`config.mk`:
```
export PLATFORM = sky130hd
export DESIGN_NAME = lane_align_unit
export DESIGN_NICKNAME = d
export VERILOG_FILES = /design/src/rtl/lane_align_pkg.sv /design/src/rtl/lau_addr_gen.sv /design/src/rtl/lau_store_lanes.sv /design/src/rtl/lau_load_extract.sv /design/src/rtl/lane_align_unit.sv
export SDC_FILE = /design/constraint.sdc
export NUM_CORES = 1
export LEC_CHECK = 0
export ABC_AREA = 1
export BUFFER_PORTS_ARGS = -buffer_cell sky130_fd_sc_hd__buf_2
export CORE_AREA = 5 5 166 168
export DETAILED_ROUTE_END_ITERATION = 8
export DIE_AREA = 0 0 171 173
export PLACE_DENSITY = 0.67
export SYNTH_ARGS = -nofsm -noshare
export SYNTH_HDL_FRONTEND = slang
export SYNTH_SLANG_ARGS = --single-unit
```
`constraint.sdc`:
```
create_clock -name vclk -period 4.7
set_input_delay 0.94 -clock vclk [all_inputs]
set_output_delay 0.94 -clock vclk [all_outputs]
set_load 0.05 [all_outputs]
```
`src/rtl/lane_align_pkg.sv`:
```
package lane_align_pkg;

   localparam logic [6:0] OPC_LOAD  = 7'b0000011;
   localparam logic [6:0] OPC_STORE = 7'b0100011;

   typedef enum logic [1:0] {
      SZ_BYTE  = 2'd0,
      SZ_HALF  = 2'd1,
      SZ_WORD  = 2'd2,
      SZ_DWORD = 2'd3
   } acc_size_e;

   typedef struct packed {
      logic       is_load;
      logic       is_store;
      acc_size_e  size;
      logic [11:0] offs;
   } acc_decode_t;

   function automatic acc_decode_t decode_access(input logic [31:0] iw, input logic valid);
      acc_decode_t d;
      d.is_load  = valid && (iw[6:0] == OPC_LOAD);
      d.is_store = valid && (iw[6:0] == OPC_STORE);
      d.size     = acc_size_e'(iw[13:12]);
      d.offs     = d.is_store ? {iw[31:25], iw[11:7]} : iw[31:20];
      return d;
   endfunction

endpackage

```
`src/rtl/lau_addr_gen.sv`:
```
module lau_addr_gen
   import lane_align_pkg::*;
#(
   parameter int XLEN = 64
) (
   input  logic              acc_valid,
   input  logic [31:0]       instr_word,
   input  logic [XLEN-1:0]   base_val,
   output acc_decode_t       dec,
   output logic [XLEN-1:0]   eff_addr
);
   localparam int OFFS_W = 12;

   logic [XLEN-1:0] offs_sext;

   assign dec       = decode_access(instr_word, acc_valid);
   assign offs_sext = {{(XLEN-OFFS_W){dec.offs[OFFS_W-1]}}, dec.offs};
   assign eff_addr  = base_val + offs_sext;
endmodule

```
`src/rtl/lau_store_lanes.sv`:
```
module lau_store_lanes
   import lane_align_pkg::*;
#(
   parameter int XLEN      = 64,
   parameter bit REPLICATE = 1'b0
) (
   input  acc_decode_t                    dec,
   input  logic [$clog2(XLEN/8)-1:0]      lane_off,
   input  logic [XLEN-1:0]                store_val,
   output logic [XLEN/8-1:0]              byte_en,
   output logic [XLEN-1:0]                wr_data,
   output logic                           misalign
);
   localparam int LANES = XLEN / 8;
   localparam int OFFW  = $clog2(LANES);

   logic [3:0]       nbytes;
   logic [OFFW-1:0]  sz_mask;
   logic             access;
   logic [LANES-1:0] base_mask;
   logic [XLEN-1:0]  trimmed;
   logic [XLEN-1:0]  placed;

   assign nbytes   = 4'd1 << dec.size;
   assign sz_mask  = OFFW'(nbytes - 4'd1);
   assign access   = dec.is_load | dec.is_store;
   assign misalign = access & (|(lane_off & sz_mask));

   always_comb begin
      for (int i = 0; i < LANES; i++) begin
         base_mask[i]     = (i < int'(nbytes));
         trimmed[8*i +: 8] = base_mask[i] ? store_val[8*i +: 8] : 8'h00;
      end
   end

   generate
      if (REPLICATE) begin : g_replicate
         always_comb begin
            for (int i = 0; i < LANES; i++) begin
               placed[8*i +: 8] = store_val[8*(i & (int'(nbytes) - 1)) +: 8];
            end
         end
      end else begin : g_shift
         assign placed = trimmed << {lane_off, 3'b000};
      end
   endgenerate

   assign byte_en = (access && !misalign) ? (base_mask << lane_off) : '0;
   assign wr_data = (dec.is_store && !misalign) ? placed : '0;
endmodule

```
`src/rtl/lau_load_extract.sv`:
```
module lau_load_extract
   import lane_align_pkg::*;
#(
   parameter int XLEN = 64
) (
   input  logic [$clog2(XLEN/8)-1:0] rsp_offset,
   input  logic [2:0]                rsp_funct3,
   input  logic [XLEN-1:0]           rsp_dword,
   output logic [XLEN-1:0]           load_value
);
   localparam int LANES = XLEN / 8;

   acc_size_e        size;
   logic [3:0]       nbytes;
   logic [XLEN-1:0]  shifted;
   logic             top_bit;
   logic             fill;

   assign size    = acc_size_e'(rsp_funct3[1:0]);
   assign nbytes  = 4'd1 << size;
   assign shifted = rsp_dword >> {rsp_offset, 3'b000};

   always_comb begin
      unique case (size)
         SZ_BYTE: top_bit = shifted[7];
         SZ_HALF: top_bit = shifted[15];
         SZ_WORD: top_bit = shifted[31];
         default: top_bit = shifted[63];
      endcase
   end

   assign fill = top_bit & ~rsp_funct3[2];

   always_comb begin
      for (int i = 0; i < LANES; i++) begin
         load_value[8*i +: 8] = (i < int'(nbytes)) ? shifted[8*i +: 8] : {8{fill}};
      end
   end
endmodule

```
`src/rtl/lane_align_unit.sv`:
```
module lane_align_unit
   import lane_align_pkg::*;
#(
   parameter int XLEN      = 64,
   parameter bit REPLICATE = 1'b0
) (
   input  logic                       acc_valid,
   input  logic [31:0]                instr_word,
   input  logic [XLEN-1:0]            base_val,
   input  logic [XLEN-1:0]            store_val,
   output logic [XLEN-1:0]            mem_addr,
   output logic [XLEN/8-1:0]          mem_byte_en,
   output logic [XLEN-1:0]            mem_wr_data,
   output logic                       mem_rd,
   output logic                       mem_wr,
   output logic                       misalign,
   input  logic [$clog2(XLEN/8)-1:0]  rsp_offset,
   input  logic [2:0]                 rsp_funct3,
   input  logic [XLEN-1:0]            rsp_dword,
   output logic [XLEN-1:0]            load_value
);
   localparam int LANES = XLEN / 8;
   localparam int OFFW  = $clog2(LANES);

   generate
      if (XLEN < 64 || (XLEN % 8) != 0 || (XLEN & (XLEN - 1)) != 0) begin : g_bad_width
         $error("lane_align_unit: XLEN must be a power of two of at least 64");
      end
   endgenerate

   acc_decode_t     dec;
   logic [XLEN-1:0] eff_addr;

   lau_addr_gen #(.XLEN(XLEN)) u_addr (
      .acc_valid  (acc_valid),
      .instr_word (instr_word),
      .base_val   (base_val),
      .dec        (dec),
      .eff_addr   (eff_addr)
   );

   lau_store_lanes #(.XLEN(XLEN), .REPLICATE(REPLICATE)) u_lanes (
      .dec       (dec),
      .lane_off  (eff_addr[OFFW-1:0]),
      .store_val (store_val),
      .byte_en   (mem_byte_en),
      .wr_data   (mem_wr_data),
      .misalign  (misalign)
   );

   lau_load_extract #(.XLEN(XLEN)) u_extract (
      .rsp_offset (rsp_offset),
      .rsp_funct3 (rsp_funct3),
      .rsp_dword  (rsp_dword),
      .load_value (load_value)
   );

   assign mem_addr = {eff_addr[XLEN-1:OFFW], {OFFW{1'b0}}};
   assign mem_rd   = dec.is_load  & ~misalign;
   assign mem_wr   = dec.is_store & ~misalign;
endmodule

```
### Word-level counts from Yosys, hierarchy flattened

Cells that the tools add are included.

| cells by class | value |
|---|---|
| mux-type cells | 20 |
| reductions and logical operators | 7 |
| eq/ne operators | 4 |
| bitwise logic cells | 8 |
| order comparisons | 16 |
| shifts and indexed selects | 5 |
| $add $sub $neg | 2 |

Operator list:

| cell | number |
|---|---|
| 8-bit two-way mux | 17 |
| 64-bit adder | 1 |
| 64-bit two-way mux | 1 |
| 64-bit by 6-bit left shift with 64-bit output | 1 |
| 64-bit by 6-bit right shift with 64-bit output | 1 |
| 3-bit by 4-bit less-than comparator with 1-bit output, first input constant | 8 |
| 1-bit by 4-bit less-than comparator with 1-bit output, first input constant | 4 |
| 2-bit by 4-bit less-than comparator with 1-bit output, first input constant | 4 |
| 1-bit by 2-bit left shift with 4-bit output, first input constant | 2 |
| 8-bit by 3-bit left shift with 8-bit output | 1 |
| 7-bit by 2-bit == test with 1-bit output, second input constant | 1 |
| 7-bit by 6-bit == test with 1-bit output, second input constant | 1 |
| 5-bit two-way mux | 1 |
| 1-bit bitwise AND | 4 |
| 1-bit logical AND | 4 |
| 3-bit bitwise AND | 1 |
| 1-bit case mux with 3 select lines | 1 |
| 3-bit OR reduction | 1 |
| 3-bit by 1-bit subtractor with 3-bit output, second input constant | 1 |
| 2-bit by 1-bit == test with 1-bit output, second input constant | 1 |
| 2-bit == test, second input constant | 1 |
| 2-bit zero test | 1 |
| 1-bit inverter | 2 |
| 1-bit zero test | 1 |
| 1-bit OR | 1 |

| storage, ports and cells | value |
|---|---|
| output and inout port bits | 203 |
| word-level logic and storage cells | 62 |
| bits in registers | 0 |
| bits of input ports | 231 |

### Longest topological paths before layout

Gate-level depths: netlist (run 1).

| depth | value |
|---|---|
| word-level depth | 10 |
| depth in mapped cells | 20 |

### Hierarchy

From an unflattened synthesis (run 1), not the netlist that was laid out.

| unflattened totals | value |
|---|---|
| cells, all modules | 2321 |
| area, all modules | 10686.5 µm² |

Modules (own cells, without submodules):

| module | cells an instance | sequential area each (µm²) | area each (µm²) | instances |
|---|---|---|---|---|
| lau_addr_gen | 1316 | 0.0 | 6055.8 | 1 |
| lau_store_lanes | 550 | 0.0 | 2488.6 | 1 |
| lau_load_extract | 447 | 0.0 | 2100.8 | 1 |
| lane_align_unit | 8 | 0.0 | 41.3 | 1 |

### Least setup slack after synthesis (run 1)

OpenSTA, ideal clock, no wires.

| timing path | value |
|---|---|
| path kind | input to output |
| from | in instr_word[3] |
| to | out mem_rd |
| arrival time | 4.375 ns |
| slack | -0.615 ns |
| required time | 3.760 ns |
| stages on the path | 15 |
| path through | nor2_1 -> and3_1 -> nand3_1 -> inv_1 -> nor2_1 -> nor2_1 -> ha_1 -> fa_1 -> buf_6 -> inv_2 -> buf_4 -> nor2_1 -> a21oi_2 -> o21ai_4 -> nor4_1 |

| on the way | value |
|---|---|
| cells in the longest elaborated chain, start to end | 9 |
| elaborated cells between the ends (all ways) | 12 |
| classes of those cells | add/sub: 1; eq/ne: 2; mux: 1; bitwise: 5; reduce/logical: 3 |

RTL lines:

| element | RTL line | source |
|---|---|---|
| start, declared | lane_align_unit.sv:8 | `input logic [31:0] instr_word,` |
| 7-bit by 6-bit == test with 1-bit output | lane_align_pkg.sv:23 | `d.is_store = valid && (iw[6:0] == OPC_STORE);` |
| 1-bit logical AND | lane_align_pkg.sv:23 |  |
| 5-bit two-way mux | lane_align_pkg.sv:25 | `d.offs = d.is_store ? {iw[31:25], iw[11:7]} : iw[31:20];` |
| 64-bit adder | lau_addr_gen.sv:18 | `assign eff_addr = base_val + offs_sext;` |
| 3-bit bitwise AND | lau_store_lanes.sv:27 | `assign misalign = access & (\|(lane_off & sz_mask));` |
| 3-bit OR reduction | lau_store_lanes.sv:27 |  |
| 1-bit bitwise AND | lau_store_lanes.sv:27 |  |
| 1-bit inverter | lane_align_unit.sv:59 | `assign mem_rd = dec.is_load & ~misalign;` |
| 1-bit bitwise AND (*) | lane_align_unit.sv:59 |  |
| end, declared | lane_align_unit.sv:14 | `output logic mem_rd,` |

Mark *: on every way between the ends. The rest lies on a longest branch, timed or not.

### Worst setup path after layout (run 1)

| timing path | value |
|---|---|
| from | in instr_word[3] |
| to | out mem_wr_data[0] |

| on the way | value |
|---|---|
| cells in the longest elaborated chain, start to end | 10 |
| elaborated cells between the ends (all ways) | 14 |
| classes of those cells | add/sub: 1; eq/ne: 2; shift: 1; mux: 2; bitwise: 3; reduce/logical: 5 |

RTL lines:

| element | RTL line | source |
|---|---|---|
| branches (longest 9 deep; another with 64-bit adder) | -- |  |
| 64-bit two-way mux (*) | lau_store_lanes.sv:49 | `assign wr_data = (dec.is_store && !misalign) ? placed : '0;` |
| end, declared | lane_align_unit.sv:13 | `output logic [XLEN-1:0] mem_wr_data,` |

Mark *: on every way between the ends.

==> results.ini, run 1 <==
[placement]
placement.io_buffers=425
gp_congestion=1.036
dp_hpwl_um=42930

[synth]
syn_area_per_cell_sq_um=4.550
synth.area.top_cells=nand2_1 (35%), inv_1 (15%), o21ai_0 (8.5%), ha_1 (7.9%), nor2_1 (7.8%)
synth_area_sq_um=10250
synth_top_area_share_pct=34.88
ys_seq_area_share_pct=0
synth_top_area_cell=nand2_1
synth_cell_types=46
syn_inst=2252
yosysWarnings=0

[outcome]
status=finished, final reports clean

[pwr]
p_leak_uw=0.008617
pwr-share-clk_pct=0
p_per_area_nw_per_um2=171.4
max-vdd-ir-drop_mv=0.1580
switching_share_pct=72.78
p_seq_share_pct=0
p_sw_uw=1679
pwr-share-comb_pct=100.0
intPower_uw=628.1

[routing]
drc=0
vias=15370
vias_per_cell=5.118
dr.first_iter.drc_count=1701
wl_per_cell_um=16.69
dr.pass1.iters=6
routed_wirelength_um=50130
postRouteAntennaNets=0

[floorplan]
die_w_um=171
core-area_sq_um=25760
fp.dieH_um=173
ioPinCount=434
row_count=59
dieArea_sq_um=29580
initial_core_util_pct=39.77

[worst_setup_path]
critical_path_buf_inv_count=6
crit_slowest_cell=fa_2
crit_path_end=mem_wr_data[0]
critical-path-max-stage-delay_ps=440
cp_top_family=simple AND/OR/NAND/NOR gates
start_kind=input port
cp_common_cell=nor2_1
arrival_ps=3700
worstPathCellList=buf_2 -> nor2_1 -> and3_4 -> nand3_2 -> inv_2 -> nor2_1 -> nor2_1 -> ha_2 -> fa_2 -> inv_2 -> nor2_1 -> a21oi_2 -> o21ai_4 -> nor2_4 -> buf_12 -> nand2_2 -> buf_12 -> nor3_1 -> buf_4
critPathKind=input port to output port
crit_start=instr_word[3]
crit_fanout=32
worstSetupPathDepth=19
end_kind=output port
required_ps=3760

[min_path]
hold_path.class=input port to output port

[sta]
hold_viol_final=0
fmax_ghz=0.2157
finalSetupViolCount=0
timing.final.crit_period_ps=4637
slew_headroom_pct=45.63
rsz0062_at_grt=true
period_share_pct=98.65
whs_ps=2243
slew_viol_final=0
worst_slew_pin_slew_ps=814.7

[final_layout]
fin_nets=2951
register_area_sq_um=0
clockBufferCount=0
seq_cell_count=0
area_growth_pct=31.35
utilization_pct=52.24
drive_gt1_share_pct=21.95

[global_routing]
grt-ovfl-total=0
grt_pass1_wl_um=75690
antenna_found_initial=17
grt_pass1_vias=14000
grt_start_max_net_pins=75
gr-usage-all-layers_pct=31.33

[run]
max_cap_viol_count=0

[cts]
cts_hold_buf=0

-- synth_stat cells, drive strengths merged (2+ instances only) --
| library cell | n |
|---|---|
| o211a | 4 |
| a22oi | 4 |
| nand3b | 4 |
| o221ai | 3 |
| clkbuf | 31 |
| nor4 | 2 |
| xor2 | 31 |
| inv | 417 |
| ha | 65 |
| buf | 51 |
| nand4 | 3 |
| mux2i | 12 |
| nand2 | 956 |
| nor2 | 216 |
| a21oi | 113 |
| nor3 | 25 |
| o211ai | 18 |
| nand3 | 91 |
| a211oi | 3 |
| o21bai | 3 |
| a31oi | 8 |
| o21ai | 183 |
-- final cells by class --
cell class,count,area (sq um)
Antenna cell,16,40.04
Fill cell,2935,12310
Inverter,418,1569
Multi-Input combinational cell,1754,8587
Tap cell,335,419.2
Timing Repair Buffer,480,2843
-- routing by layer --
metal | vias to the layer above | part of all wire, % | track usage (%)
met5 | - | 0.026 | 0
met4 | 2 | 3.7 | 10.56
met1 | 6804 | 41 | 41.74
li1 | 7720 | - | -
met3 | 103 | 8.8 | 3.219
met2 | 740 | 46 | 52.51
-- power groups by stage --
stage | Clock (uW) | Sequential (uW) | Combinational, uW
after global routing | 0.000427 | 0 | 2490
final | 0.000457 | 0 | 2310
after floorplan | 0 | 0 | 1580
after CTS | 0 | 0 | 2260
after global placement | 0 | 0 | 2250
after detailed placement | 0 | 0 | 2250
-- cells in the final DEF, fill, tap and decap left out, drive strengths merged, types with 8 or more instances in the layout --
master / instances
a21oi: 113
a31oi: 8
buf: 453
clkbuf: 27
diode: 16
ha: 65
inv: 417
mux2i: 12
nand2: 956
nand3: 91
nor2: 216
nor3: 25
o211ai: 18
o21ai: 183
xor2: 31
-- metrics by stage --
stage          TNS (ps)  worst slack, ps  cells  instance area [sq um]  power (uW)
2_1_floorplan    -857.1           -411.5   2254                  10520        1576
3_3_place_gp          0            52.68   2981                  13170        2248
3_5_place_dp          0            61.30   2981                  13170        2254
4_1_cts               0            35.16   2981                  13170        2261
5_1_grt          -460.6           -87.97   3002                  13460        2493
6_report              0            63.34   3003                  13460        2307
-- repair_timing --
| item | 4_1_cts | 5_1_grt |
|---|---|---|
| gates resized for setup | 0 | 69 |
| endpoints found under the setup margin | 0 | 109 |
| setup buffers | 0 | 4 |
-- cells by family (layout without fill, tap and decap cells) --
group	count (synthesis)	count (layout)	share of synthesized area, %
other cells	1	19	0.03660
compound gates	343	343	18.24
mux	12	12	1.172
xor+xnor	32	32	2.735
fa+ha+maj	66	66	8.133
buf+inv	500	898	19.55
simple gates	1298	1298	50.13
-- how the worst min path moves through the flow --
stage | slack (ps) | end | from | cells past startpoint
finish | 2240 | mem_rd | instr_word[5] | 3
global route | 2250 | mem_rd | instr_word[5] | 3
CTS | 2230 | mem_rd | instr_word[5] | 3
detailed placement | 2230 | mem_rd | instr_word[5] | 3
global placement | 2240 | mem_rd | instr_word[5] | 3
floorplan | 1980 | mem_rd | instr_word[5] | 1
No activity file was read; power rests on OpenSTA's default activity.
==> run 2, diff against run 1 <==
- CELL_PAD_IN_SITES_DETAIL_PLACEMENT: unset -> 1
- CELL_PAD_IN_SITES_GLOBAL_PLACEMENT: unset -> 2
- CORE_AREA: 5 5 166 168 -> unset
- CORE_MARGIN: unset -> 5
- CORE_UTILIZATION: unset -> 22
- DIE_AREA: 0 0 171 173 -> unset
- PLACE_DENSITY: 0.67 -> 0.82
- SYNTH_HIERARCHICAL: unset -> 1
==> run 2 against run 1 <==
  * Area after synthesis is 3.8% higher
  * Flip-flop and latch count stayed put
  * Routed wire length is 19% higher
  * First-iteration DRC count is 51% lower
  * Final cell count is 13% higher
  * Power is 18% higher
  * Sequential share of layout area stayed put
  * Critical path type unchanged
  * Critical endpoint is now mem_wr_data[39]
  * Largest cell class unchanged
  * Highest routed layer unchanged
==> results.ini, run 2 <==
[floorplan]
core-area_sq_um=47750  ; +85%
dieArea_sq_um=52830  ; +79%
initial_core_util_pct=22.27  ; -17 points
fp.dieH_um=229.9  ; +33%
die_w_um=229.9  ; +34%
row_count=80  ; +36%
ioPinCount=434  ; unchanged

[sta]
finalSetupViolCount=0  ; unchanged
rsz0062_at_grt=true
timing.final.crit_period_ps=4628  ; -8.852 ps
setup_tns_ps=0  ; unchanged
fmax_ghz=0.2161  ; +0.19%
slew_headroom_pct=40.33  ; -5.3 points
hold_viol_final=0  ; unchanged
worst_slew_pin_slew_ps=894.0  ; +79.31 ps
period_share_pct=98.46  ; -0.19 points
slew_viol_final=0  ; unchanged

[final_layout]
seq_cell_count=0  ; unchanged
layout_common_cells=nand2_1 (1026), inv_1 (334), buf_2 (304), nand3_1 (184), buf_4 (131)
fin_nets=3077  ; +4.3%
fin_area_sq_um=15820  ; +18%
area_growth_pct=48.79
drive_gt1_share_pct=28.78  ; +6.8 points
utilization_pct=33.14  ; -19 points
final_common_cell=nand2_1
fillers=6664  ; +130%
register_area_sq_um=0  ; unchanged
clockBufferCount=0  ; unchanged

[worst_setup_path]
crit_slowest_cell=fa_2
start_kind=input port
critPathKind=input port to output port
crit_fanout=10  ; -69%
arrival_ps=3690  ; about the same
worstPathCellList=buf_2 -> nor2_1 -> nand2_1 -> nor3b_4 -> mux2_4 -> ha_4 -> inv_2 -> fa_2 -> inv_2 -> buf_12 -> nor2_4 -> buf_12 -> nand2_1 -> nand2_1 -> nand2_1 -> nor2_4 -> buf_8
end_kind=output port
cp_common_cell=nand2_1
crit_start=instr_word[4]
required_ps=3760  ; about the same
critical-path-max-stage-delay_ps=520  ; +80 ps

[routing]
vias=16030  ; +4.3%
postRouteAntennaNets=0  ; unchanged
drc=0  ; unchanged
routed_wirelength_um=59840  ; +19%
dr.pass1.iters=5  ; -1
vias_per_cell=4.721  ; -7.8%
wl_per_cell_um=17.62  ; +5.6%
dr.first_iter.drc_count=829  ; -51%

[global_routing]
grt-ovfl-total=0  ; unchanged
grt_start_max_net_pins=50  ; -33%
grt_pass1_vias=16310  ; +16%
antenna_found_initial=5  ; -12
grt_pass1_wl_um=90770  ; +20%
gr-usage-all-layers_pct=21.00  ; -10 points

[pwr]
p_sw_uw=1827  ; +8.8%
power_uw=2715  ; +18%
pwr-share-clk_pct=0  ; unchanged
intPower_uw=887.8  ; +41%
p_seq_share_pct=0  ; unchanged
switching_share_pct=67.30  ; -5.5 points
pwr-share-comb_pct=100.0  ; about the same
p_per_area_nw_per_um2=171.6  ; about the same
max-vdd-ir-drop_mv=0.1974  ; +25%
p_leak_uw=0.009322  ; +8.2%

[synth]
syn_inst=2314  ; +2.8%
syn_area_per_cell_sq_um=4.595  ; +1.0%
yosysWarnings=6  ; +6
synth_area_sq_um=10630  ; +3.8%

[placement]
gp_congestion=0.9558  ; -7.8%
dpl_cell_area_sq_um=14540  ; +10%
dp_hpwl_um=51480  ; +20%
placement.io_buffers=425  ; unchanged

[run]
max_cap_viol_count=0  ; unchanged

[min_path]
hold_end=mem_addr[63]
hold_depth=5  ; +2
hold_path.class=input port to output port
min_from=base_val[63]

[outcome]
status=finished, final reports clean

## run 2: layout make-up
class	count	area (sq um)	share of cell area [%]
Timing Repair Buffer	544	4060	25.66
Multi-Input combinational cell	1872	9605	60.71
Tap cell	615	769.5	4.863
Inverter	364	1385	8.754
Antenna cell	1	2.502	0.01582
## run 2: worst max-delay path, delay by kind of cell
family                   cells  cell delay, ps
adder cells (fa/ha/maj)      2             650
AND/OR/NAND/NOR              8            1170
multiplexers                 1             230
buffers and inverters        6             670
## run 2: power by group through the flow
stage | Clock [uW] | Combinational [uW] | Sequential [uW]
final | 0.0000285 | 2710 | 0
after global routing | 0.0000285 | 2930 | 0
after CTS | 0 | 2620 | 0
after detailed placement | 0 | 2550 | 0
after global placement | 0 | 2520 | 0
after floorplan | 0 | 1630 | 0
## run 2: routing by layer
layer  part of all wire, %  up-vias  wire length [um]  GRT usage (%)
li1                      -     8026                 -              -
met1                    44     7578             26210          27.00
met2                    51      382             30260          39.54
met3                   4.4       42              2627          1.850
met4                   1.2        4               723          1.887
met5                 0.030        -                18              0
## run 2: worst max path at each step
stage | to | slack (ps) | cells past startpoint
floorplan | mem_wr_data[19] | -80 | 16
finish | mem_wr_data[39] | 70 | 17
global route | mem_wr_data[34] | -30 | 18
detailed placement | mem_wr_data[18] | -300 | 17
global placement | mem_wr_data[18] | -230 | 17
CTS | mem_addr[32] | -30 | 19
## run 2: per-stage QoR
stage | setup WS [ps] | hold WS (ps) | instances
after global routing | -30.23 | 2337 | 3396
after floorplan | -84.26 | 2072 | 2316
after CTS | -29.13 | 2313 | 3389
after detailed placement | -303.0 | 2331 | 3379
after global placement | -228.1 | 2319 | 3379
final | 72.20 | 2307 | 3396
## run 2: what timing repair did
action | 4_1_cts | 5_1_grt
pin swaps | 10 | 28
setup endpoints to repair | 113 | 127
resized for setup | 148 | 185
cloned | 1 | 1
hold endpoints to repair | 0 | 0
hold buffers | 0 | 0
setup buffers | 9 | 6
==> run 3, diff against run 2 <==
- PLACE_DENSITY: 0.82 -> unset
- PLACE_DENSITY_LB_ADDON: unset -> 0.1
==> run 3 against run 2 <==
  * Die area stayed put
  * Global-route usage is 0.37 points higher
  * Highest routed layer unchanged
  * Flip-flop and latch count stayed put
  * Largest cell class unchanged
==> results.ini, run 3 (same netlist as run 2, synthesis figures left out) <==
[outcome]
status=finished, final reports clean

[floorplan]
core-area_sq_um=47750  ; unchanged
row_count=80  ; unchanged
die_w_um=229.9  ; unchanged
fp.dieH_um=229.9  ; unchanged
ioPinCount=434  ; unchanged
initial_core_util_pct=22.27  ; unchanged
dieArea_sq_um=52830  ; unchanged

[final_layout]
final_common_cell=nand2_1
utilization_pct=32.76  ; -0.37 points
layout_common_cells=nand2_1 (1035), inv_1 (337), buf_2 (318), nand3_1 (188), buf_4 (136)
register_area_sq_um=0  ; unchanged
area_growth_pct=47.11
fin_nets=3076  ; -0.032%
clockBufferCount=0  ; unchanged
drive_gt1_share_pct=27.82  ; -0.96 points
seq_cell_count=0  ; unchanged

[global_routing]
grt_pass1_wl_um=91360  ; +0.65%
grt-ovfl-total=0  ; unchanged
gr-usage-all-layers_pct=21.37  ; +0.37 points
grt_pass1_vias=16280  ; -0.17%
grt_start_max_net_pins=59  ; +18%
antenna_found_initial=5  ; unchanged

[pwr]
intPower_uw=849.5  ; -4.3%
p_seq_share_pct=0  ; unchanged
pwr-share-clk_pct=0  ; unchanged
p_per_area_nw_per_um2=169.2  ; -1.4%
p_sw_uw=1798  ; -1.6%
switching_share_pct=67.91  ; +0.61 points
max-vdd-ir-drop_mv=0.1150  ; -42%
p_leak_uw=0.009320  ; about the same
pwr-share-comb_pct=100.0  ; about the same

[worst_setup_path]
crit_slowest_cell=fa_2
crit_fanout=7  ; -3
critical_path_buf_inv_count=5  ; -1
critical-path-max-stage-delay_ps=410  ; -110 ps
cp_top_family=simple AND/OR/NAND/NOR gates
worstPathCellList=buf_6 -> nor2_4 -> nand3_2 -> nor3b_4 -> mux2_4 -> ha_4 -> inv_2 -> fa_2 -> xnor2_4 -> nand2_1 -> nand2_1 -> nand2_2 -> nand3_4 -> buf_12 -> nor2_4 -> clkbuf_16 -> nand2_1 -> nand2_1 -> buf_6
critPathKind=input port to output port
start_kind=input port
cp_common_cell=nand2_1
arrival_ps=3730  ; +40 ps
required_ps=3760  ; about the same
end_kind=output port

[sta]
fmax_ghz=0.2141  ; -0.93%
timing.final.crit_period_ps=4671  ; +43.58 ps
finalSetupViolCount=0  ; unchanged
period_share_pct=99.39  ; +0.93 points
worst_slew_pin_slew_ps=614.4  ; -279.6 ps
hold_viol_final=0  ; unchanged
slew_viol_final=0  ; unchanged
slew_headroom_pct=59.04  ; +19 points
worst_slack_ps=28.62  ; -43.58 ps
rsz0062_at_grt=true

[min_path]
hold_depth=5  ; unchanged
hold_end=mem_rd
min_from=instr_word[5]
hold_path.class=input port to output port

[routing]
dr.first_iter.drc_count=801  ; -3.4%
wl_per_cell_um=17.94  ; +1.8%
dr.pass1.iters=5  ; unchanged
drc=0  ; unchanged
postRouteAntennaNets=0  ; unchanged
vias_per_cell=4.679  ; -0.88%
routed_wirelength_um=60930  ; +1.8%
vias=15890  ; -0.88%

[placement]
gp_congestion=0.9445  ; -1.2%
dp_hpwl_um=52530  ; +2.0%
placement.io_buffers=425  ; unchanged
preCtsSetupSlack_ps=-200.6  ; +102.4 ps

[run]
max_cap_viol_count=0  ; unchanged

[cts]
cts_hold_buf=0  ; unchanged

run 3: final cells by class:
type	count	area, sq um
fillers	6693	32100
multi-input cells	1871	9450
repair buffers	544	4048
diodes	2	5.005
well taps	615	769.5
inverters	364	1371
run 3: per-layer routing:
| layer | global-route usage, % | wire, um |
|---|---|---|
| met5 | 0 | 41 |
| met1 | 27.70 | 27300 |
| met3 | 1.875 | 2355 |
| met4 | 3.269 | 1226 |
| met2 | 39.28 | 30010 |
run 3: what timing repair did:
action,4_1_cts,5_1_grt
endpoints found under the setup margin,109,127
gates cloned,1,1
resized for setup,92,148
setup buffers,5,10
pin swaps,4,29
run 3: worst max-delay path by stage:
stage                  start               to  slack, ps  cells past startpoint
6_report       instr_word[2]  mem_wr_data[49]         30                     19
5_1_grt        instr_word[2]  mem_wr_data[49]        -80                     20
4_1_cts        instr_word[4]  mem_wr_data[43]        0.6                     18
3_5_place_dp   instr_word[4]  mem_wr_data[29]       -200                     19
3_3_place_gp   instr_word[3]  mem_wr_data[16]       -160                     19
2_1_floorplan  instr_word[3]  mem_wr_data[19]        -80                     16
run 3: through the flow:
| stage | TNS [ps] | cell area, sq um | power, uW | cells | hold slack [ps] |
|---|---|---|---|---|---|
| after floorplan | -1784 | 10860 | 1629 | 2316 | 2072 |
| after global placement | -5346 | 14670 | 2537 | 3378 | 2320 |
| after detailed placement | -10490 | 14670 | 2558 | 3378 | 2321 |
| after CTS | 0 | 15030 | 2605 | 3384 | 2327 |
| after global routing | -710.1 | 15640 | 2866 | 3396 | 2340 |
| final | 0 | 15640 | 2647 | 3396 | 2318 |
run 3: power groups by stage:
stage	Combinational (uW)	Sequential, uW	Clock (uW)
6_report	2650	0	0.0000571
5_1_grt	2870	0	0.0000570
4_1_cts	2600	0	0
3_5_place_dp	2560	0	0
3_3_place_gp	2540	0	0
2_1_floorplan	1630	0	0
